### config.mk
export PLATFORM = sky130hd
export DESIGN_NAME = diag_flag_gen
export DESIGN_NICKNAME = d
export VERILOG_FILES = /design/src/rtl/diag_flag_pkg.sv /design/src/rtl/diag_cmp.sv /design/src/rtl/diag_flag_bank.sv /design/src/rtl/diag_irq.sv /design/src/rtl/diag_flag_gen.sv
export SDC_FILE = /design/constraint.sdc
export NUM_CORES = 1
export LEC_CHECK = 0
export ABC_AREA = 1
export BUFFER_PORTS_ARGS = -buffer_cell sky130_fd_sc_hd__buf_2
export CORE_UTILIZATION = 25
export CTS_BUF_LIST = sky130_fd_sc_hd__clkbuf_8
export DETAILED_ROUTE_END_ITERATION = 8
export PLACE_DENSITY_LB_ADDON = 0.25
export RECOVER_POWER = 50
export SLEW_MARGIN = 20
export SYNTH_ARGS = -nofsm -noshare
export SYNTH_HDL_FRONTEND = slang
export SYNTH_SLANG_ARGS = --single-unit
### constraint.sdc
create_clock -name clk -period 1.69 [get_ports clk]
set_clock_uncertainty 0.2 [all_clocks]
set_input_delay 0.2535 -clock clk [delete_from_list [all_inputs] [get_ports clk]]
set_output_delay 0.2535 -clock clk [all_outputs]
set_load 0.1 [all_outputs]
### src/rtl/diag_flag_pkg.sv
package diag_flag_pkg;
  localparam int MON_W  = 16;
  localparam int N_LIM  = 4;
  localparam int N_KIND = 5;
  localparam int LIM_HA = 0;
  localparam int LIM_LA = 1;
  localparam int LIM_HW = 2;
  localparam int LIM_LW = 3;
  localparam int LIM_SET_W = N_LIM * MON_W;

  typedef logic [MON_W-1:0] mon_t;
  typedef logic [N_LIM-1:0] nib_t;
  typedef logic [LIM_SET_W-1:0] lim_set_t;

  // Map a value onto an unsigned scale that keeps its order.
  function automatic mon_t to_order(mon_t v, bit sgn);
    return sgn ? {~v[MON_W-1], v[MON_W-2:0]} : v;
  endfunction

  // Four-limit range test; bit order follows the LIM_* indices.
  function automatic nib_t range_check(mon_t v, lim_set_t lim, bit sgn);
    mon_t ov;
    nib_t r;
    ov = to_order(v, sgn);
    r[LIM_HA] = ov > to_order(lim[LIM_HA*MON_W +: MON_W], sgn);
    r[LIM_LA] = ov < to_order(lim[LIM_LA*MON_W +: MON_W], sgn);
    r[LIM_HW] = ov > to_order(lim[LIM_HW*MON_W +: MON_W], sgn);
    r[LIM_LW] = ov < to_order(lim[LIM_LW*MON_W +: MON_W], sgn);
    return r;
  endfunction
endpackage

### src/rtl/diag_cmp.sv
module diag_cmp
  import diag_flag_pkg::*;
#(
  parameter bit SIGNED_V = 1'b0
) (
  input  mon_t     value_i,
  input  lim_set_t lim_i,
  output nib_t     over_o
);
  assign over_o = range_check(value_i, lim_i, SIGNED_V);
endmodule

### src/rtl/diag_flag_bank.sv
module diag_flag_bank #(
  parameter int N_BYTE = 7,
  parameter int AW     = 3
) (
  input  logic                clk,
  input  logic                rst_n,
  input  logic                sample_i,
  input  logic [N_BYTE*8-1:0] cond_i,
  input  logic                rd_en_i,
  input  logic [AW-1:0]       rd_addr_i,
  output logic [N_BYTE*8-1:0] flags_o,
  output logic [7:0]          rd_data_o
);
  localparam int N_BIT = N_BYTE * 8;

  logic [N_BIT-1:0]  cond_q;
  logic [N_BIT-1:0]  flag_q;
  logic [N_BYTE-1:0] rd_hit;
  logic [7:0]        rd_sel;

  always_ff @(posedge clk or negedge rst_n) begin
    if (!rst_n) cond_q <= '0;
    else if (sample_i) cond_q <= cond_i;
  end

  for (genvar b = 0; b < N_BYTE; b++) begin : g_byte
    assign rd_hit[b] = rd_en_i && (rd_addr_i == AW'(b));

    always_ff @(posedge clk or negedge rst_n) begin
      if (!rst_n) flag_q[b*8 +: 8] <= 8'h00;
      else flag_q[b*8 +: 8] <= (rd_hit[b] ? cond_q[b*8 +: 8] : flag_q[b*8 +: 8])
                              | (sample_i ? cond_i[b*8 +: 8] : 8'h00);
    end

    AST_HOLD_UNREAD: assert property (@(posedge clk) disable iff (!rst_n)
      !rd_hit[b] |=> ((flag_q[b*8 +: 8] & $past(flag_q[b*8 +: 8])) == $past(flag_q[b*8 +: 8])));
    AST_CLEAR_KEEPS_COND: assert property (@(posedge clk) disable iff (!rst_n)
      rd_hit[b] |=> ((flag_q[b*8 +: 8] & $past(cond_q[b*8 +: 8])) == $past(cond_q[b*8 +: 8])));
  end

  always_comb begin
    rd_sel = 8'h00;
    for (int b = 0; b < N_BYTE; b++)
      if (rd_hit[b]) rd_sel = flag_q[b*8 +: 8];
  end

  always_ff @(posedge clk or negedge rst_n) begin
    if (!rst_n) rd_data_o <= 8'h00;
    else if (rd_en_i) rd_data_o <= rd_sel;
  end

  assign flags_o = flag_q;

  AST_SAMPLE_LATCH: assert property (@(posedge clk) disable iff (!rst_n)
    sample_i |=> ((flag_q & $past(cond_i)) == $past(cond_i)));
endmodule

### src/rtl/diag_irq.sv
module diag_irq #(
  parameter int N_BIT = 56
) (
  input  logic             clk,
  input  logic             rst_n,
  input  logic [N_BIT-1:0] flags_i,
  input  logic [N_BIT-1:0] mask_i,
  output logic             intr_n_o
);
  logic any_live;
  assign any_live = |(flags_i & ~mask_i);

  always_ff @(posedge clk or negedge rst_n) begin
    if (!rst_n) intr_n_o <= 1'b1;
    else intr_n_o <= ~any_live;
  end
endmodule

### src/rtl/diag_flag_gen.sv
module diag_flag_gen
  import diag_flag_pkg::*;
#(
  parameter int N_CH = 4,
  localparam int N_NIB  = 2 + 3 * N_CH,
  localparam int N_BYTE = (N_NIB + 1) / 2,
  localparam int N_BIT  = N_BYTE * 8,
  localparam int AW     = $clog2(N_BYTE)
) (
  input  logic                          clk,
  input  logic                          rst_n,
  input  logic                          sample_i,
  input  logic [MON_W-1:0]              mon_temp_i,
  input  logic [MON_W-1:0]              mon_vcc_i,
  input  logic [N_CH*MON_W-1:0]         mon_bias_i,
  input  logic [N_CH*MON_W-1:0]         mon_txp_i,
  input  logic [N_CH*MON_W-1:0]         mon_rxp_i,
  input  logic [N_KIND*LIM_SET_W-1:0]   thr_i,
  input  logic [N_BIT-1:0]              mask_i,
  input  logic                          rd_en_i,
  input  logic [AW-1:0]                 rd_addr_i,
  output logic [7:0]                    rd_data_o,
  output logic                          intr_n_o
);
  mon_t             mon_val [N_NIB];
  logic [N_BIT-1:0] cond_all;
  logic [N_BIT-1:0] flags;

  always_comb begin
    mon_val[0] = mon_temp_i;
    mon_val[1] = mon_vcc_i;
    for (int c = 0; c < N_CH; c++) begin
      mon_val[2 + c]          = mon_bias_i[c*MON_W +: MON_W];
      mon_val[2 + N_CH + c]   = mon_txp_i[c*MON_W +: MON_W];
      mon_val[2 + 2*N_CH + c] = mon_rxp_i[c*MON_W +: MON_W];
    end
  end

  for (genvar n = 0; n < N_NIB; n++) begin : g_nib
    localparam int KIND = (n == 0) ? 0 : (n == 1) ? 1 : 2 + (n - 2) / N_CH;
    diag_cmp #(.SIGNED_V(n == 0)) cmp_i (
      .value_i (mon_val[n]),
      .lim_i   (thr_i[KIND*LIM_SET_W +: LIM_SET_W]),
      .over_o  (cond_all[n*N_LIM +: N_LIM])
    );
  end

  if (N_NIB % 2 != 0) begin : g_pad
    assign cond_all[N_BIT-1 -: N_LIM] = '0;
  end

  diag_flag_bank #(.N_BYTE(N_BYTE), .AW(AW)) bank_i (
    .clk       (clk),
    .rst_n     (rst_n),
    .sample_i  (sample_i),
    .cond_i    (cond_all),
    .rd_en_i   (rd_en_i),
    .rd_addr_i (rd_addr_i),
    .flags_o   (flags),
    .rd_data_o (rd_data_o)
  );

  diag_irq #(.N_BIT(N_BIT)) irq_i (
    .clk      (clk),
    .rst_n    (rst_n),
    .flags_i  (flags),
    .mask_i   (mask_i),
    .intr_n_o (intr_n_o)
  );

  AST_INT_LOW: assert property (@(posedge clk) disable iff (!rst_n)
    (|(flags & ~mask_i)) |=> !intr_n_o);
  AST_INT_MASKED: assert property (@(posedge clk) disable iff (!rst_n)
    ((flags & ~mask_i) == '0) |=> intr_n_o);
  AST_NO_SAMPLE: assert property (@(posedge clk) disable iff (!rst_n)
    (!sample_i && !rd_en_i) |=> (flags == $past(flags)));
endmodule

After elaboration in Yosys (flattened, before gate mapping)

Cells that the tools add are included.

Register bits: 121
Latch bits: 0
Bits in writable memories: 0
Bits in read-only memories: 0
Word-level logic and storage cells: 117
Memories: 0

Add/subtract/negate cells: 0
Multipliers: 0
Div/mod/pow operators: 0
Order comparisons: 56
Equal/unequal tests: 6
Shift operators: 0
Multiplexer cells: 21
Bitwise operators: 15
Reduce and logical (&&, ||, !) cells: 9

Operator list:

| kind                                                            | number |
|---|---|
| 16-bit greater-than comparator                                  | 28 |
| 16-bit < comparator                                             | 28 |
| 8-bit two-way mux                                               | 21 |
| 56-bit AND                                                      | 1 |
| 56-bit inverter                                                 | 1 |
| 8-bit bitwise OR                                                | 7 |
| 56-bit OR reduction                                             | 1 |
| 3-bit == test, second input constant                            | 3 |
| 1-bit logical AND                                               | 7 |
| 3-bit by 2-bit == test with 1-bit output, second input constant | 2 |
| 1-bit inverter                                                  | 6 |
| 3-bit by 1-bit == test with 1-bit output, second input constant | 1 |
| 3-bit zero test                                                 | 1 |

Longest topological paths before layout

Gate-level depths: netlist of run 1.

Depth after elaboration: 9
Gate-level depth with buffers: 12

By module

Synthesis of run 1 repeated with hierarchy kept, for this count alone.

Cell total of the unflattened synthesis: 4516
Area total of the unflattened synthesis: 29269.3 um^2

Modules (own cells, without submodules):

| module                         | times used | cells each | area each (um^2) |
|---|---|---|---|
| diag_cmp (g_nib[10].cmp_i ...) | 13         | 273        | 1675.4 |
| diag_flag_bank                 | 1          | 542        | 5215.0 |
| diag_cmp (g_nib[0].cmp_i)      | 1          | 268        | 1649.1 |
| diag_irq                       | 1          | 157        | 625.6 |

Least setup slack after synthesis of run 1

No wires, ideal clock.

Kind: in2reg
Start point: input port thr_i[143]
End point: register bank_i.flag_q[8] (netlist: bank_i.flags_o[8])
Library setup time: 0.120 ns
Arrival time: 1.201 ns
Required time: 1.370 ns
Slack: 0.168 ns
Stages on the path: 8
Path buffers: 0
Cell sequence: inv_1 ha_1 nand2_1 nor2_1 nor3b_1 a21oi_1 nand2_1 nand2_1

Word-level cells in the longest chain between the ends: 3

Ends and longest elaborated chain:

| item                           | line                 | source |
|---|---|---|
| start: declaration             | diag_flag_gen.sv:18  | `input logic [N_KIND*LIM_SET_W-1:0] thr_i,` |
| 16-bit greater-than comparator | diag_flag_pkg.sv:25  | `r[LIM_HA] = ov > to_order(lim[LIM_HA*MON_W +: MON_W], sgn);` |
| 8-bit two-way mux              | diag_flag_bank.sv:32 | `\| (sample_i ? cond_i[b*8 +: 8] : 8'h00);` |
| 8-bit bitwise OR               | diag_flag_bank.sv:32 |  |
| end signal: indexed assignment | diag_flag_bank.sv:31 | `else flag_q[b*8 +: 8] <= (rd_hit[b] ? cond_q[b*8 +: 8] : flag_q[b*8 +: 8])` |
| end: declaration               | diag_flag_bank.sv:17 | `logic [N_BIT-1:0] flag_q;` |

No other way between the ends.
A chain may end at the register's enable or synchronous reset.

Worst setup path after layout of run 1

Start point: register irq_i.intr_n_o
End point: output port intr_n_o

RTL lines:

| item                     | line                | source |
|---|---|---|
| start: declaration       | diag_irq.sv:8       | `output logic intr_n_o` |
| start signal: assignment | diag_irq.sv:15      | `else intr_n_o <= ~any_live;` |
| end: declaration         | diag_flag_gen.sv:23 | `output logic intr_n_o` |

No word-level cell between the ends.

==> results of run 1 <==
==> repair_timing <==
action                                  in CTS  in global routing
cloned                                       0                  0
hold endpoints to repair                   122                  0
gates resized for setup                      2                  8
hold buffers                                 2                  0
buffers inserted                             0                  0
endpoints found under the setup margin       3                  8
==> stage by stage <==
stage	area, um2	hold WS (ns)
global placement	32600	0.0100
global route	33000	0.0800
floorplan	25900	-0.242
CTS	33000	0.0308
finish	33000	0.0812
detailed placement	32600	0.0169
==> metal layers <==
layer / vias to the layer above / share of wire, % / GRT usage, %
met4: 36 / 2.5 / 5.16
met5: - / 0.21 / 0
li1: 14400 / - / -
met3: 137 / 5.0 / 3.15
met2: 607 / 47 / 35.4
met1: 12400 / 45 / 26.4
==> Yosys cell counts (all sizes together) (16+ instances only) <==
cell | count | area [um2]
inv | 522 | 1960
o21bai | 30 | 225
o21ai | 171 | 856
nand3 | 63 | 315
nand4 | 21 | 131
ha | 868 | 10900
nor3 | 29 | 156
o22ai | 26 | 163
a21oi | 462 | 2310
nor4 | 41 | 257
dfrtp | 120 | 3000
nand2 | 1113 | 4180
nor2 | 212 | 818
clkbuf | 16 | 60.1
o21a | 56 | 420
==> worst max-delay path by stage <==
| stage | from | to | slack, ns | cells after the start |
|---|---|---|---|---|
| final | irq_i.intr_n_o$_DFF_PN1_ | intr_n_o | 0.03 | 1 |
| after global routing | irq_i.intr_n_o$_DFF_PN1_ | intr_n_o | -0.02 | 1 |
| after CTS | irq_i.intr_n_o$_DFF_PN1_ | intr_n_o | -0.03 | 1 |
| after detailed placement | thr_i[223] | bank_i.flags_o[29]$_DFF_PN0_ | -0.53 | 8 |
| after global placement | thr_i[223] | bank_i.flags_o[29]$_DFF_PN0_ | -0.55 | 8 |
| after floorplan | thr_i[143] | bank_i.flags_o[8]$_DFF_PN0_ | 0.17 | 8 |
==> cell type report <==
type,instances,area (um2)
Multi-Input combinational cell,3105,20800
Antenna cell,14,35.0
Sequential cell,121,3030
Timing Repair Buffer,849,5100
Inverter,522,1960
Clock inverter,13,120
Tap cell,1368,1710
Clock buffer,18,248
Fill cell,11300,69200
==> placed cells by master, fill, tap and decap left out, drive strengths merged, types with 30 or more instances in the layout <==
cell type  instances
a21oi            462
buf              839
o21a              56
nor2             212
inv              524
dfrtp            120
nand3             63
nand2           1113
o21bai            30
ha               868
o21ai            171
nor4              41
==> sequential cells by signal, indices dropped and copies added, names as in the netlist <==
name and flops:
bank_i.rd_data_o 8, irq_i.intr_n_o 1, bank_i.flags_o 56, bank_i.cond_q 56
==> cell families after synthesis <==
group	Yosys count	synth area share (%)
buffers and inverters	545	7.96
AND/OR/NAND/NOR	1485	22.8
adder cells (fa/ha/maj)	868	42.0
AO/OA/AOI/OAI	752	15.5
flip-flops	121	11.7
==> power by group through the flow <==
stage | clock [mW] | combinational (mW) | sequential [mW]
global route | 2.79 | 9.42 | 3.47
detailed placement | 0 | 8.28 | 3.47
global placement | 0 | 8.14 | 3.48
CTS | 2.69 | 8.32 | 3.42
floorplan | 0 | 4.29 | 3.63
finish | 2.57 | 8.23 | 3.42
==> results.md, run 1 <==
* Outcome: complete, no violations
* Setup CP Type: reg2out
* All-Layer GR Usage at 20.5%
* Setup WS post-layout at 0.0334 ns
* Fin cells at 6010
* # DRC at 0
* Drt wl/cell at ~18 um
* Synth-to-layout area growth at 27.6%
* Slew HR at between 50 and 60%
* DP HPWL at just under 100000 um
* Crit path largest cell delay at roughly 0.55 ns
* Port bufs at about 620
* Sequential Power Share at about a quarter
* DRT iter0 DRCs at 1221
* Syn avg cell area at 6.86 um2
* Fmax at 0.604 GHz
* Mapped Cells at between 3000 and 4000
* R2R Path End: bank_i.rd_data_o[4]$_DFFE_PN0P_
* Initial DRT Pass Iterations at 5
* Ys Warns at 0
* Routed vias/inst at between 4 and 5
* RSZ-0062 raised after global routing: true
* IO Pins at about 620
* CP Capture Type: output port
* Num CTS Buffers at 17
* Setup violators final at 0
* Htree depth at 4
* First-pass GRT wire length at ~160000 um
* Total of max-cap violations at 0
* Final hold vios at 0
* Distinct cells, synth at 29
* CP Cell Sequence: buf_12
* Switching portion of total power at between 40 and 50%
* Post-DRT Antenna Nets at 0
* Top delay family on crit path: flip-flops
* Die Span X at about 320 um
* Sequential share of the synthesized area at 11.7%
* Final wirelength at about 110000 um
* Worst VDD drop at between 0.4 and 0.5 mV
* Crit path DAT at 1.20 ns
* Sw power at 6.52 mW
* Starting Density at around a quarter
* # rows at roughly 120
* Seq cells post-synth at 121
* Top fanout value on the critical path at 1
* CTS Buffer Depth at 2
* Fin crit period at about 1.7 ns
* RR Startpoint: bank_i.flags_o[4]$_DFF_PN0_
* Max Slew Vio Count at 0
* Final TNS setup at 0 ns
* Synth Cell Area at ~0.026 mm2
* CP bufs+invs at 1
* Worst reg-to-reg path cell count at 7
* DP Cell Count at 5963
* Cell Int Power at slightly below 8 mW
* Number of global-route vias before repair at approximately 27000
* Total power at approximately 14 mW
* Clk_lat worst skew at ~0.48 ns
* Hold Path Class: in2async
* Die ar. at roughly 0.10 mm2
* Worst Max-Slew Pin Slew at ~0.7 ns
* Comb power frac at slightly below 60%
* Post-synth EDFFs at 0
* Critical Path RT at around 1.2 ns
* Clk sinks at approximately 120
* Core Util, Final at between 30% and 40%
* Pleak at ~19 nW
* Root buffer cell: clkbuf_8
* Antenna violations before repair at 34
* Slowest cell on the critical path: dfstp_2
* Largest net degree at the start of global routing at 38
* Power Density at between 400 and 500 mW/mm2
* Ys async rst share at 100%
* Tcrit/Tclk final at between 90% and 100%
* Via count at 27600
* CTS tree: built
* Pre-CTS setup slack at -0.530 ns
* Core footprint at ~0.10 mm2
* Clock Power Share at roughly 18%
* Share of cells above drive strength 1 at between 10% and 20%
* Reg clk slew, reported paths at approximately 0.08 ns
* Total grt overflow at 0
* CP Launch Type: register
* RD Place Congestion at between 0.9 and 1
* Final #Nets at just over 6000
* Synth Flop Type: dfrtp_1
* Synthesized Nets at roughly 5200
* Die height at between 300 and 400 um
* Reg2reg setup slack at roughly 0.070 ns
No activity file was read; power rests on OpenSTA's default activity.
==> run 2, diff against run 1 <==
--- a/config.mk
+++ b/config.mk
@@ -5,7 +5,7 @@
 export SDC_FILE = /design/constraint.sdc
 export NUM_CORES = 1
 export LEC_CHECK = 0
-export ABC_AREA = 1
+export ABC_AREA = 0
 export BUFFER_PORTS_ARGS = -buffer_cell sky130_fd_sc_hd__buf_2
 export CORE_UTILIZATION = 25
 export CTS_BUF_LIST = sky130_fd_sc_hd__clkbuf_8
==> run 2 against run 1 <==
Against the previous run:
- the run now ends with setup timing left
- non-clock buffer count rose by 456
- synthesized cell count fell by 17%
- clock power rose by 7%
- register-to-register slack got worse by 0.12 ns
- die area fell by 0.96%
- cell count fell by 3.6%
- first-iteration DRC count rose by 29%
- total power rose by 20%
- combinational power rose by 29%
- wire length rose by 9.9%
- worst hold slack got worse by 0.039 ns
- via count rose by 4.0%
- critical endpoint is now bank_i.cond_q[32]$_DFFE_PN0P_
- largest cell class unchanged
- largest power group unchanged
- highest routed layer unchanged
==> results.md, run 2 <==
* RSZ-0062 raised after global routing: true
* Post-route cell area at about 0.038 mm2
* Top fanout value on the critical path at 4
* Critical Path RT at roughly 1.9 ns
* Fin crit period at 1.79 ns
* Slowest cell on the critical path: or4_4
* Crit path largest cell delay at roughly 0.45 ns
* All-Layer GR Usage at approximately 23%
* Total of max-cap violations at 0
* Yosys top cell area share at 42.4%
* Clk_lat worst skew at about 0.5 ns
* Clk sinks at 121
* Synth-to-layout area growth at 48.9%
* DRT iter0 DRCs at approximately 1600
* Distinct cells, synth at between 50 and 60
* CTS tree: built
* Number of global-route vias before repair at roughly 28000
* Pleak at slightly below 20 nW
* Core footprint at between 0.1 and 0.15 mm2
* Fmax at ~0.56 GHz
* CP Cell Sequence: buf_8, clkinvlp_4, buf_6, ha_4, nand4_1, or4_4, o21a_1, o31ai_2, buf_4, o21ai_2
* Total grt overflow at 0
* Ys Warns at 0
* Via count at 28700
* Syn avg cell area at slightly above 8 um2
* Top delay family on crit path: buffers and inverters
* Setup WS post-layout at -0.0970 ns
* Root buffer cell: clkbuf_8
* Largest net degree at the start of global routing at about 40
* Worst Max-Slew Pin Slew at about 1.1 ns
* Total power at between 15 and 20 mW
* Mapped Cells at roughly 3100
* Synthesized Nets at 4590
* Final wirelength at approximately 120000 um
* Port bufs at a little over 600
* Initial DRT Pass Iterations at 7
* Commonest non-fill, non-tap cell in the layout: ha_1
* First-pass GRT wire length at ~170000 um
* Post-DRT Antenna Nets at 0
* Die height at ~320 um
* Num CTS Buffers at 17
* CP Capture Type: register
* Synth Cell Area at 0.0256 mm2
* Antenna violations before repair at 23
* Final hold vios at 0
* Die Span X at roughly 320 um
* RD Place Congestion at 0.926
* Die ar. at around 0.10 mm2
* Area leader, netlist: ha_1
* Starting Density at between 20% and 30%
* Setup CP Type: in2reg
* Leading post-synthesis cells by cell area: ha_1, dfrtp_1, inv_1
* Max Slew Vio Count at 0
* Seq cells post-synth at about 120
* # DRC at 0
* Post-synth EDFFs at 0
* Hold Path Class: in2reg
* Most frequent cells after synthesis: ha_1, inv_1, a21oi_1
* Crit path DAT at a little under 2 ns
* Reg clk slew, reported paths at 0.08 ns
* Power Density at 448 mW/mm2
* Drt wl/cell at 20.8 um
* Placed Area at 0.0365 mm2
* Commonest cells after routing, fill and taps aside: ha_1, buf_4, buf_2
* Pre-CTS setup slack at -0.697 ns
* Share of cells above drive strength 1 at between 30 and 40%
* Worst VDD drop at around 0.37 mV
* Setup violators final at 6
* Synth Flop Type: dfrtp_1
* IO Pins at around 620
* CTS Buffer Depth at 2
* Most frequent cell after synthesis: ha_1
* Routed vias/inst at between 4 and 5
* CP bufs+invs at 4
* # rows at 117
* Failing checks: setup timing
* Sequential share of the synthesized area at a little under an eighth
* Htree depth at 4
* Outcome: finished with violations
* CP Launch Type: primary input
* Tcrit/Tclk final at 106%
* Ys async rst share at 100%
* Slew HR at between 20% and 30%
* Final #Nets at approximately 6000
* DP HPWL at between 100000 and 150000 um
-- run 2: changes by cell type after synthesis, moves of 53 or more --
cell,delta
nand2_1,-944
a21oi_1,-178
nor2_1,-108
inv_1,-95
nor3_1,+75
a21o_1,+73
a211oi_1,+66
o211ai_1,+54
nand4_1,+53
-- run 2: where the power goes --
part | switching (mW) | internal [mW]
clock | 1.43 | 1.33
sequential | 0.400 | 3.31
combinational | 5.72 | 4.89
total | 7.55 | 9.53
-- run 2: cell families after synthesis --
| kind of cell | after synthesis | share of synthesized area [%] |
|---|---|---|
| compound gates | 973 | 24.7 |
| simple gates | 687 | 13.9 |
| buf+inv | 455 | 6.76 |
| flops | 121 | 11.8 |
| mux | 11 | 0.444 |
| fa+ha+maj | 868 | 42.4 |
-- run 2: worst paths after layout --
kind	startpoint	to	cells past startpoint	slack, ns
setup / recovery	thr_i[207]	bank_i.cond_q[32]$_DFFE_PN0P_	10	-0.1
max in group asynchronous	rst_n	irq_i.intr_n_o$_DFF_PN1_	3	0.11
setup reg to reg	bank_i.flags_o[15]$_DFF_PN0_	irq_i.intr_n_o$_DFF_PN1_	7	-0.05
hold / removal	mask_i[49]	irq_i.intr_n_o$_DFF_PN1_	6	0.04
hold reg to reg	bank_i.cond_q[24]$_DFFE_PN0P_	bank_i.cond_q[24]$_DFFE_PN0P_	1	0.29
min in group asynchronous	rst_n	bank_i.flags_o[46]$_DFF_PN0_	2	0.29
-- run 2: what timing repair did --
item                                   4_1_cts  5_1_grt
resized for setup                           47      177
pin swaps                                    8       56
endpoints found under the hold margin      121        0
buffers inserted                             2       17
hold buffers                                 2        0
cloned                                       0        0
setup endpoints to repair                   28       77
-- run 2: layout make-up --
cell class	instances	area, um2
Clock inverter	15	165
Antenna cell	9	22.5
Fill cell	10600	63600
Multi-Input combinational cell	2539	22500
Clock buffer	17	234
Timing Repair Buffer	1305	8750
Tap cell	1368	1710
Inverter	422	1690
Sequential cell	121	3040
-- run 2: worst reg2reg max path, cell delays in order, from the launching register on --
cell and delay [ns]:
dfrtp_1 0.42, inv_4 0.11, o22ai_4 0.09, nor4_4 0.33
buf_6 0.19, nand3_4 0.07, nor3_2 0.14, buf_4 0.14
-- run 2: routing by layer --
| metal | part of all wire (%) | GRT usage, % | vias to the layer above | wire [um] |
|---|---|---|---|---|
| li1 | - | - | 14400 | - |
| met1 | 47 | 30.8 | 13300 | 56800 |
| met2 | 44 | 36.3 | 793 | 53500 |
| met3 | 5.9 | 3.74 | 136 | 7120 |
| met4 | 2.6 | 6.50 | 18 | 3110 |
| met5 | 0.091 | 0 | - | 110 |
-- run 2: per-stage QoR --
step | hold slack (ns) | std cells | util (%) | setup TNS (ns)
after floorplan | -0.242 | 3115 | - | -4.58
after global placement | -0.00408 | 5735 | 35.9 | -52.79
after detailed placement | -0.00433 | 5735 | 35.9 | -54.17
after CTS | 0.00325 | 5771 | 36.5 | -0.241
after global routing | 0.0324 | 5794 | 37.5 | -0.803
final | 0.0424 | 5796 | 37.5 | -0.274
==> run 3, diff against run 2 <==
--- a/config.mk
+++ b/config.mk
@@ -15,4 +15,5 @@
 export SLEW_MARGIN = 20
 export SYNTH_ARGS = -nofsm -noshare
 export SYNTH_HDL_FRONTEND = slang
+export SYNTH_HIERARCHICAL = 1
 export SYNTH_SLANG_ARGS = --single-unit
==> run 3 against run 2 <==
Against the previous run:
- the flow still finishes with violations (setup timing)
- combinational power up 4%
- global-route usage fell by 0.59 points
- synthesized area up 9.2%
- synthesized cell count increased by 17%
- clock-buffer cell count unchanged
- critical path type is now reg2reg
- critical endpoint is now irq_i/intr_n_o$_DFF_PN1_
- largest cell class unchanged
==> results.md, run 3 <==
* Synth Flop Type: dfrtp_1
* Worst reg-to-reg path cell count at 5
* Drt wl/cell at a little over 20 um
* Sequential share of the synthesized area at ~11%
* Hold Path Stages at 5
* Max Slew Vio Count at 0
* CP Capture Type: register
* Worst hold slack at 0.0468 ns
* Setup CP Type: reg2reg
* Core footprint at roughly 0.11 mm2
* DP HPWL at approximately 110000 um
* Ys async rst share at 100%
* Failing checks: setup timing
* Routed vias/inst at around 4.7
* Antenna violations before repair at 44
* DP Cell Count at ~6300
* Die Span X at around 340 um
* Number of global-route vias before repair at 29400
* RD Place Congestion at about 0.97
* RSZ-0062 raised after global routing: true
* All-Layer GR Usage at between 20 and 25%
* Synth-to-layout area growth at 47.5%
* Leading post-synthesis cells by cell area: ha_1, inv_1, dfrtp_1
* Die ar. at 0.113 mm2
* Top fanout value on the critical path at 2
* CP Launch Type: register
* Crit path DAT at between 2 and 2.5 ns
* Outcome: finished with violations
* Clk_lat worst skew at 0.47 ns
* Fmax at 0.519 GHz
* Post-synth EDFFs at 0
* CTS tree: built
* Area of the multi-input gates at 0.0241 mm2
* Largest net degree at the start of global routing at between 40 and 50
* Slew HR at about two fifths
* Initial DRT Pass Iterations at 5
* Post-DRT Antenna Nets at 0
* # DRC at 0
* Pre-CTS setup slack at -0.692 ns
* Worst hold endpoint: irq_i/intr_n_o$_DFF_PN1_
* Fin crit period at around 1.9 ns
* CP Cell Sequence: nor2b_1, a2111oi_2, buf_4, nand4_1, nor4_4
* Share of cells above drive strength 1 at a little over a third
* Synthesized Nets at between 5000 and 6000
* Seq cells post-synth at 121
* First-pass GRT wire length at around 190000 um
* Fin cells at between 6000 and 7000
* Setup WS post-layout at -0.235 ns
* Worst VDD drop at 0.386 mV
* Hold Path Class: in2reg
* Crit path largest cell delay at roughly 0.44 ns
* Reg2reg setup slack at -0.24 ns
* Final hold vios at 0
* Clk sinks at ~120
* Via count at approximately 30000
* Worst Max-Slew Pin Slew at 0.901 ns
* Most frequent cells after synthesis: inv_1, ha_1, a21oi_1
* Setup violators final at 16
* Syn avg cell area at 7.64 um2
* Final #Nets at around 6300
* Pleak at about 23 nW
* Num CTS Buffers at 17
* Total power at ~17 mW
* Yosys top cell area share at 38.8%
* Area leader, netlist: ha_1
* Htree depth at 4
* Root buffer cell: clkbuf_8
* Ys Warns at 6
* Fillcell total at about 12000
* Distinct cells, synth at 42
* DRT iter0 DRCs at 1487
* Most frequent cell after synthesis: inv_1
* # rows at approximately 120
* Slowest cell on the critical path: a2111oi_2
* Post-route cell area at between 0.04 and 0.05 mm2
* Power Density at 416 mW/mm2
* Commonest cells after routing, fill and taps aside: inv_1, ha_1, buf_4
* Final wirelength at between 100000 and 150000 um
* Total of max-cap violations at 0
* Die height at around 340 um
* Reg clk slew, reported paths at roughly 0.08 ns
* Commonest non-fill, non-tap cell in the layout: inv_1
* Critical Path RT at roughly 1.9 ns
* R2R Path End: irq_i/intr_n_o$_DFF_PN1_
* Total grt overflow at 0
* Starting Density at between 20% and 30%
* Mapped Cells at approximately 3700
* HP Start: mask_i[14]
* CTS Buffer Depth at 2
* IO Pins at approximately 600
* Placed Area at about 0.037 mm2
* Port bufs at about 600
* Tcrit/Tclk final at 114%
* Synth Cell Area at between 0.02 and 0.03 mm2
* RR Startpoint: bank_i/flags_o[51]$_DFF_PN0_
* Register area at roughly 0.0030 mm2
-- run 3: metal layers --
| layer | global-route usage (%) | routed length (um) |
|---|---|---|
| met1 | 28.2 | 57000 |
| met2 | 37.8 | 60600 |
| met3 | 3.27 | 6370 |
| met4 | 6.67 | 4190 |
| met5 | 0 | 240 |
-- run 3: worst max-delay path by stage --
stage                                       from                      endpoint  slack (ns)  cells after the start
detailed placement                 mon_txp_i[39]  bank_i/flags_o[34]$_DFF_PN0_       -0.69                     10
finish              bank_i/flags_o[51]$_DFF_PN0_      irq_i/intr_n_o$_DFF_PN1_       -0.24                      5
global placement                   mon_txp_i[39]  bank_i/flags_o[34]$_DFF_PN0_       -0.69                     10
global route        bank_i/flags_o[51]$_DFF_PN0_      irq_i/intr_n_o$_DFF_PN1_       -0.27                      5
CTS                 bank_i/flags_o[36]$_DFF_PN0_      irq_i/intr_n_o$_DFF_PN1_       -0.25                      6
floorplan                         mon_temp_i[15]   bank_i/flags_o[0]$_DFF_PN0_      -0.009                      8
-- run 3: cells by family after synthesis --
kind of cell / Yosys count / share of synthesized area (%)
flops: 121 / 10.8
fa+ha+maj: 868 / 38.8
compound gates: 829 / 20.2
buf+inv: 997 / 13.5
simple gates: 844 / 16.7
-- run 3: report_power, final --
part / internal, mW / switching [mW] / total [mW]
Sequential: 3.27 / 0.300 / 3.57
Clock: 1.19 / 1.38 / 2.56
Combinational: 5.06 / 5.99 / 11.0
Total: 9.52 / 7.66 / 17.2
-- run 3: through the flow --
step                util, %   TNS, ns
floorplan                 -  -0.00890
global placement       33.8    -56.67
detailed placement     33.8    -58.00
CTS                    35.2    -0.409
global route           37.2     -1.54
finish                 37.2    -0.485
-- run 3: cell type report --
type / instances / area share (%)
timing repair buffer: 1176 / 20.0
inverter: 963 / 8.79
clock buffer: 17 / 0.567
tap: 1488 / 4.51
antenna: 11 / 0.0667
multi-input combinational: 2541 / 58.3
sequential: 121 / 7.36
clock inverter: 15 / 0.343
-- run 3: repair_timing --
item | CTS | global route
gates resized for setup | 178 | 416
hold buffers | 7 | 0
setup buffers | 6 | 16
setup endpoints to repair | 50 | 99
pin swaps | 85 | 186
hold endpoints to repair | 123 | 0
-- run 3: critical path, delay by kind of cell, from the launching register on --
kind | cells | cell delay [ns]
DFF | 1 | 0.40
buffers and inverters | 1 | 0.18
AOI/OAI and AO/OA | 1 | 0.44
and+or+nand+nor | 3 | 0.61
